[src/rtl/xint_pkg.sv]
package xint_pkg;
   // Status/control byte field positions (software-visible layout)
   localparam int unsigned BIT_MODE  = 0;
   localparam int unsigned BIT_MASK  = 1;
   localparam int unsigned BIT_ACK   = 2;
   localparam int unsigned BIT_FLAG  = 3;
   localparam int unsigned USED_BITS = 4;

   typedef enum logic {
      SENSE_EDGE       = 1'b0,
      SENSE_EDGE_LEVEL = 1'b1
   } sense_e;
endpackage

[src/rtl/xint_sync.sv]
module xint_sync #(
   parameter int unsigned STAGES = 2
) (
   input  logic clk,
   input  logic rst_n,
   input  logic din,
   output logic level,
   output logic fall
);
   initial begin
      if (STAGES < 2) $error("xint_sync: STAGES must be at least 2");
   end

   logic [STAGES-1:0] chain_q;
   logic              prev_q;

   generate
      for (genvar g = 0; g < STAGES; g++) begin : g_stage
         if (g == 0) begin : g_first
            always_ff @(posedge clk or negedge rst_n) begin
               if (!rst_n) chain_q[g] <= 1'b1;
               else        chain_q[g] <= din;
            end
         end else begin : g_next
            always_ff @(posedge clk or negedge rst_n) begin
               if (!rst_n) chain_q[g] <= 1'b1;
               else        chain_q[g] <= chain_q[g-1];
            end
         end
      end
   endgenerate

   always_ff @(posedge clk or negedge rst_n) begin
      if (!rst_n) prev_q <= 1'b1;
      else        prev_q <= chain_q[STAGES-1];
   end

   assign level = chain_q[STAGES-1];
   assign fall  = prev_q & ~chain_q[STAGES-1];

   AST_FALL_AFTER_HIGH: assert property (@(posedge clk) disable iff (!rst_n)
      fall |=> !prev_q);
endmodule

[src/rtl/xint_req_latch.sv]
module xint_req_latch (
   input  logic clk,
   input  logic rst_n,
   input  logic fall,
   input  logic ack,
   input  logic level_sense,
   input  logic level,
   output logic latch_q,
   output logic pending
);
   // A new edge outranks a simultaneous acknowledge.
   always_ff @(posedge clk or negedge rst_n) begin
      if (!rst_n)   latch_q <= 1'b0;
      else if (fall) latch_q <= 1'b1;
      else if (ack)  latch_q <= 1'b0;
   end

   assign pending = latch_q | (level_sense & ~level);

   AST_EDGE_SETS: assert property (@(posedge clk) disable iff (!rst_n)
      fall |=> latch_q);
   AST_ACK_CLEARS: assert property (@(posedge clk) disable iff (!rst_n)
      (ack && !fall) |=> !latch_q);
   AST_COLLIDE_KEEP: assert property (@(posedge clk) disable iff (!rst_n)
      (ack && fall) |=> latch_q);
endmodule

[src/rtl/xint_ctrl_reg.sv]
module xint_ctrl_reg
   import xint_pkg::*;
#(
   parameter int unsigned W         = 8,
   parameter bit          HAS_LEVEL = 1'b1
) (
   input  logic         clk,
   input  logic         rst_n,
   input  logic         wr,
   input  logic [W-1:0] wdata,
   input  logic         flag,
   output logic [W-1:0] rdata,
   output logic         mask_q,
   output logic         mode_q,
   output logic         sw_ack
);
   initial begin
      if (W < USED_BITS) $error("xint_ctrl_reg: W too small for the field layout");
   end

   always_ff @(posedge clk or negedge rst_n) begin
      if (!rst_n)  mask_q <= 1'b0;
      else if (wr) mask_q <= wdata[BIT_MASK];
   end

   generate
      if (HAS_LEVEL) begin : g_mode
         sense_e mode_e;
         always_ff @(posedge clk or negedge rst_n) begin
            if (!rst_n)  mode_e <= SENSE_EDGE;
            else if (wr) mode_e <= sense_e'(wdata[BIT_MODE]);
         end
         assign mode_q = (mode_e == SENSE_EDGE_LEVEL);
      end else begin : g_no_mode
         assign mode_q = 1'b0;
      end
   endgenerate

   assign sw_ack = wr & wdata[BIT_ACK];

   always_comb begin
      rdata           = '0;
      rdata[BIT_FLAG] = flag;
      rdata[BIT_MASK] = mask_q;
      rdata[BIT_MODE] = mode_q;
   end

   logic unused_wbits;
   assign unused_wbits = ^{wdata[W-1:BIT_FLAG], (HAS_LEVEL ? 1'b0 : wdata[BIT_MODE])};

   AST_WRITE_TAKES: assert property (@(posedge clk) disable iff (!rst_n)
      wr |=> (mask_q == $past(wdata[BIT_MASK])));
endmodule

[src/rtl/xint_pin_ctrl.sv]
module xint_pin_ctrl
   import xint_pkg::*;
#(
   parameter int unsigned SYNC_STAGES = 2,
   parameter int unsigned REG_W       = 8,
   parameter bit          HAS_LEVEL   = 1'b1
) (
   input  logic             clk,
   input  logic             rst_n,
   input  logic             pin_n,
   input  logic             vec_ack,
   input  logic             reg_wr,
   input  logic [REG_W-1:0] reg_wdata,
   output logic [REG_W-1:0] reg_rdata,
   output logic             irq_req,
   output logic             pin_level
);
   logic fall, latch_q, pending, mask_q, mode_q, sw_ack, ack;

   xint_sync #(.STAGES(SYNC_STAGES)) u_sync (
      .clk(clk), .rst_n(rst_n), .din(pin_n), .level(pin_level), .fall(fall));

   assign ack = vec_ack | sw_ack;

   xint_req_latch u_latch (
      .clk(clk), .rst_n(rst_n), .fall(fall), .ack(ack),
      .level_sense(mode_q), .level(pin_level),
      .latch_q(latch_q), .pending(pending));

   xint_ctrl_reg #(.W(REG_W), .HAS_LEVEL(HAS_LEVEL)) u_reg (
      .clk(clk), .rst_n(rst_n), .wr(reg_wr), .wdata(reg_wdata),
      .flag(pending), .rdata(reg_rdata), .mask_q(mask_q),
      .mode_q(mode_q), .sw_ack(sw_ack));

   assign irq_req = pending & ~mask_q;

   AST_SW_ACK: assert property (@(posedge clk) disable iff (!rst_n)
      (reg_wr && reg_wdata[BIT_ACK] && !fall) |=> !latch_q);
   AST_LEVEL_HOLDS: assert property (@(posedge clk) disable iff (!rst_n)
      (reg_rdata[BIT_MODE] && !pin_level) |-> reg_rdata[BIT_FLAG]);
   AST_MASK_KEEPS: assert property (@(posedge clk) disable iff (!rst_n)
      (mask_q && latch_q && !ack) |=> latch_q);
   AST_HIGH_BITS_ZERO: assert property (@(posedge clk) disable iff (!rst_n)
      reg_rdata[REG_W-1:USED_BITS] == '0);
endmodule

[config.mk]
export PLATFORM = sky130hd
export DESIGN_NAME = xint_pin_ctrl
export DESIGN_NICKNAME = d
export VERILOG_FILES = /design/src/rtl/xint_pkg.sv /design/src/rtl/xint_sync.sv /design/src/rtl/xint_req_latch.sv /design/src/rtl/xint_ctrl_reg.sv /design/src/rtl/xint_pin_ctrl.sv
export SDC_FILE = /design/constraint.sdc
export NUM_CORES = 1
export LEC_CHECK = 0
export BUFFER_PORTS_ARGS = -buffer_cell sky130_fd_sc_hd__buf_4
export CORE_AREA = 2 2 39 41
export CTS_CLUSTER_SIZE = 10
export DETAILED_ROUTE_END_ITERATION = 8
export DIE_AREA = 0 0 41 43
export SLEW_MARGIN = 20
export SYNTH_ARGS = -nofsm -noshare
export SYNTH_HDL_FRONTEND = slang
export SYNTH_SLANG_ARGS = --single-unit
[constraint.sdc]
create_clock -name clk -period 1 [get_ports clk]
set_input_delay 0.05 -clock clk [delete_from_list [all_inputs] [get_ports clk]]
set_output_delay 0.05 -clock clk [all_outputs]
set_load 0.02 [all_outputs]
==> flow_summary.toml, run 1 <==
[min_path]
hold_class = "in2reg"

[place]
place_ws_ps = 114
dp.cells = 49
portBuffers = 12
gp_congestion = 0.672
hpwl_um = 362
place_area_sq_um = 360

[synthesis]
synthXorXnorAreaFrac = 0
synth_top_family_by_area = "buffers and inverters"
synth-adder-area-share = 0
synth_top_cell_area_share = 0.274
ys_warn_count = 0
netlist_top_cells_count = "buf_4, dfrtp_1, dfstp_2, inv_1, mux2_1"
synth_compound_area_frac = 0.0739
yosys.area_share.simple = 0.0652
synthDistinctLibCells = 11
syn_area_per_cell_sq_um = 12.0
yosysMostFrequentCell = "buf_4"
synth.area.mux_share = 0.0783
synth.largest_area_cell = "dfstp_2"
synth.ff_latch_count = 6
yosysSeqAreaShare = 0.535
syn_inst = 24
synth_edf_count = 0
synth_area_sq_um = 288
ys.flop_type = "dfstp_2"
synthTopCellsByArea = "dfstp_2, dfrtp_1, buf_4"
synthArstFlopShare = 1.00

[routing]
top_layer = "met3"
drc = 0
drtIter0Drc = 0
routed_wl_um = 447
wl_per_cell_um = 7.98
firstDrtPassIters = 1
wl_met3_um = 63
antenna_left = 0
via_per_inst = 3.55
wl_met2_um = 219
vias = 199
wl_met1_um = 165

[cts]
htreeDepth = 1
insertion_delay_ps = 240
clk_pin_slew_ps = 50
cts_sinks = 6
cts_tree = "done"
cts.path.max_buffers = 2
cts_root_buf = "clkbuf_4"
numCtsBuffers = 3

[critical_path]
cp-start-kind = "flip-flop"
setup.worst_path.end_class = "output port"
arrival_ps = 1080
cp_max_fo = 2
path_class = "reg2out"
critical_path_required_ps = 950

[final_layout]
regArea_sq_um = 154
antennaDiodeCount = 0
stdcell_count = 56
syn_to_final_growth_pct = 52.2
drive_gt1_frac = 0.600
final_cell_area_sq_um = 438
fill_cells = 148
layout.nets = 54
utilization = 0.316
multi_input_area_sq_um = 95.1

[sta]
min_period_ps = 1130
tns_ps = -278
min_period_over_period = 1.13
fmax_ghz = 0.885
drv_slew = 0
fin_skew_ps = 5.99
timing_hold_violations_final = 0
setup_viol = 3
rsz0062_at_grt = "true"
setup_slack_ps = -130

[status]
outcome = "complete, but fails checks"
violations = "setup timing"

[global_routing]
grt_overflow = 0
grt_pass1_vias = 170
grt_pass1_wl_um = 662
grt_start_max_net_pins = 7
antenna_found_initial = 0
grtUsageTotal = 0.0607

[power_and_ir_drop]
vdd_ir_drop_max_mv = 0.791
power_density_nw_per_um2 = 1520
p_leak_uw = 0.000215

[run]
maxCapViolCount = 0

[floorplanning]
die_y_um = 43
initial_utilization = 0.208
die_area_sq_um = 1760
num_io_pins = 23
rows = 14
die_w_um = 41
core_area_sq_um = 1380
-- critical path, stage by stage (launching register included) --
cell,delay (ps)
dfstp_2,520
nand2b_4,120
a21oi_2,50
buf_4,150
-- per-layer routing --
layer	up-vias	global-route usage
met2	12	0.0781
li1	94	-
met3	0	0.0681
met1	93	0.0625
met4	0	0.0200
met5	-	0
-- cells in the final DEF (no fill, tap or decap), types with 2 or more instances in the layout --
cell type      instances
dlygate4sd3_1          3
conb_1                 5
inv_1                  2
dfstp_2                3
mux2_1                 2
buf_6                  2
buf_4                 11
dfrtp_1                3
clkbuf_4               3
-- cell type report --
type | count | share of cell area
multi-input combinational | 12 | 0.217
sequential | 6 | 0.351
timing repair buffer | 16 | 0.309
inverter | 2 | 0.0171
clock buffer | 4 | 0.0600
tap | 16 | 0.0457
-- worst paths after layout --
check	startpoint	to	slack, ps	cells past startpoint
worst max register to register	u_reg.mode_q	u_reg.mode_q	170	1
min in group asynchronous	rst_n	u_latch.latch_q	140	2
worst min-delay path	reg_wdata[1]	u_reg.mask_q	20	2
worst max-delay path	u_sync.level	irq_req	-130	3
max in group asynchronous	rst_n	u_sync.level	650	2
worst min register to register	u_sync.chain_q[0]	u_sync.level	350	0
-- where the power goes --
group,total (uW),switching (uW),leakage (uW),internal [uW]
clock network,238,86.4,0.0000150,151
logic,151,75.7,0.000133,74.9
registers,278,11.6,0.0000674,266
-- flip-flops by register name, summed over array words and instances, names as in the netlist --
| name | cells |
|---|---|
| u_latch.latch_q | 1 |
| u_reg.mask_q | 1 |
| u_reg.mode_q | 1 |
| u_sync.level | 1 |
| u_sync.prev_q | 1 |
| u_sync.chain_q | 1 |
-- kinds of logic (layout without fill, tap and decap cells) --
kind of cell    count (synthesis)  after routing
simple gates                    3              3
other cells                     1              5
mux                             2              2
flops                           6              6
compound gates                  2              2
buf+inv                        10             22
-- stage by stage --
stage / power [uW] / hold slack [ps]
2_1_floorplan: 377 / -246
3_3_place_gp: 407 / -141
3_5_place_dp: 409 / -140
4_1_cts: 678 / 19.6
5_1_grt: 717 / 17.7
6_report: 666 / 23.7
-- what timing repair did --
action                                  in CTS  in global routing
gates cloned                                 0                  0
pin swaps                                    1                  0
resized for setup                            4                  1
endpoints found under the setup margin       3                  3
buffers inserted                             0                  0
hold endpoints to repair                     8                  0
hold buffers                                 3                  0
Note: power is estimated with default switching activity, not from simulation.
==> run 2, diff against run 1 <==
==> constraint.sdc (replaced) <==
create_clock -name clk -period 1 [get_ports clk]
set_input_delay 0.1 -clock clk [delete_from_list [all_inputs] [get_ports clk]]
set_output_delay 0.1 -clock clk [all_outputs]
set_load 0.02 [all_outputs]
==> flow_summary.toml, run 2 (synthesis results as in run 1) <==
[routing]
drtIter0Drc = 0
wl_met1_um = 167
wl_met3_um = 64
wl_met2_um = 226
via_per_inst = 3.56
routed_wl_um = 458
wl_per_cell_um = 8.33
firstDrtPassIters = 1
drc = 0
top_layer = "met3"
vias = 196
antenna_left = 0

[place]
gp_congestion = 0.636
place_area_sq_um = 370
portBuffers = 12

[power_and_ir_drop]
vdd_ir_drop_max_mv = 0.702
p_leak_uw = 0.000212
power_density_nw_per_um2 = 1550

[final_layout]
antennaDiodeCount = 0
layout.nets = 53
layout_commonest_cell = "buf_4"
syn_to_final_growth_pct = 50.0
drive_gt1_frac = 0.615
final_cell_area_sq_um = 432
final_cell_mix = "buf_4, conb_1"

[global_routing]
grtUsageTotal = 0.0728
grt_pass1_vias = 207
grt_start_max_net_pins = 7
grt_pass1_wl_um = 800
antenna_found_initial = 0
grt_overflow = 0

[sta]
drv_slew = 0
min_period_ps = 1170
setup_viol = 3
fmax_ghz = 0.854
setup_slack_ps = -170
fin_skew_ps = 9.66
rsz0062_at_grt = "true"
min_period_over_period = 1.17
timing_hold_violations_final = 0
tns_ps = -427

[cts]
cts_root_buf = "clkbuf_4"
cts_sinks = 6
htreeDepth = 1
cts.path.max_buffers = 2
insertion_delay_ps = 250
clk_pin_slew_ps = 50
post_cts_buffers = 0
numCtsBuffers = 3
cts_tree = "done"

[floorplanning]
die_w_um = 41
initial_utilization = 0.208
rows = 14
die_area_sq_um = 1760
core_area_sq_um = 1380
die_y_um = 43
num_io_pins = 23

[min_path]
hold_class = "in2reg"

[status]
outcome = "complete, but fails checks"
violations = "setup timing"

[critical_path]
setup.worst_path.end_class = "output port"
cp_max_fo = 2
path_class = "reg2out"
arrival_ps = 1070
cp-start-kind = "flip-flop"
critical_path_required_ps = 900

[run]
maxCapViolCount = 0
==> run 2: cell types whose count changed in the layout (fill, tap and decap cells not counted) <==
| cell | change |
|---|---|
| buf_6 | +1 |
| buf_4 | -1 |
| dlygate4sd3_1 | -1 |
==> run 2: power by group <==
| group | switching [uW] | total [uW] | internal (uW) |
|---|---|---|---|
| Sequential | 12.6 | 279 | 266 |
| Clock | 89.8 | 241 | 151 |
| Combinational | 75.7 | 151 | 75.2 |
| Total | 178 | 671 | 492 |
==> run 2: path summary, 6_finish.rpt <==
check / from / to / slack, ps / cells after the start
min in group asynchronous: rst_n / u_reg.mode_q / 190 / 2
hold reg to reg: u_sync.chain_q[0] / u_sync.level / 350 / 0
setup / recovery: u_sync.level / irq_req / -170 / 3
setup reg to reg: u_reg.mode_q / u_reg.mode_q / 180 / 1
max in group asynchronous: rst_n / u_sync.chain_q[0] / 600 / 2
hold / removal: vec_ack / u_latch.latch_q / 50 / 2
==> run 2: stage by stage <==
stage	std cells	power, uW	hold WS, ps	worst slack (ps)	util
global route	55	717	51.0	-209	0.312
detailed placement	49	416	-91.6	42.5	0.268
global placement	49	414	-91.6	55.6	0.268
CTS	55	679	47.6	-200	0.309
floorplan	28	388	-196	-15.4	-
finish	55	671	49.5	-170	0.312
==> run 2: final cells by class <==
| cell class | instances | area (sq um) |
|---|---|---|
| tap | 16 | 20.0 |
| timing repair buffer | 15 | 129 |
| sequential | 6 | 154 |
| clock buffer | 4 | 26.3 |
| multi-input combinational | 12 | 95.1 |
| inverter | 2 | 7.51 |
| fill | 155 | 952 |
==> run 2: timing repair <==
item	in CTS	in global routing
pin swaps	2	0
hold buffers	2	0
gates cloned	0	0
endpoints found under the setup margin	3	3
endpoints found under the hold margin	7	0
gates resized for setup	3	1
==> run 2: critical path, cell delays in order, from the launching register on <==
cell and delay [ps]:
dfstp_2 520, nand2b_4 130, a21oi_2 50, buf_6 130
==> run 2: routing by layer <==
| metal | global-route usage | up-vias |
|---|---|---|
| li1 | - | 91 |
| met1 | 0.0724 | 91 |
| met2 | 0.109 | 14 |
| met3 | 0.0628 | 0 |
| met4 | 0.0200 | 0 |
| met5 | 0 | - |
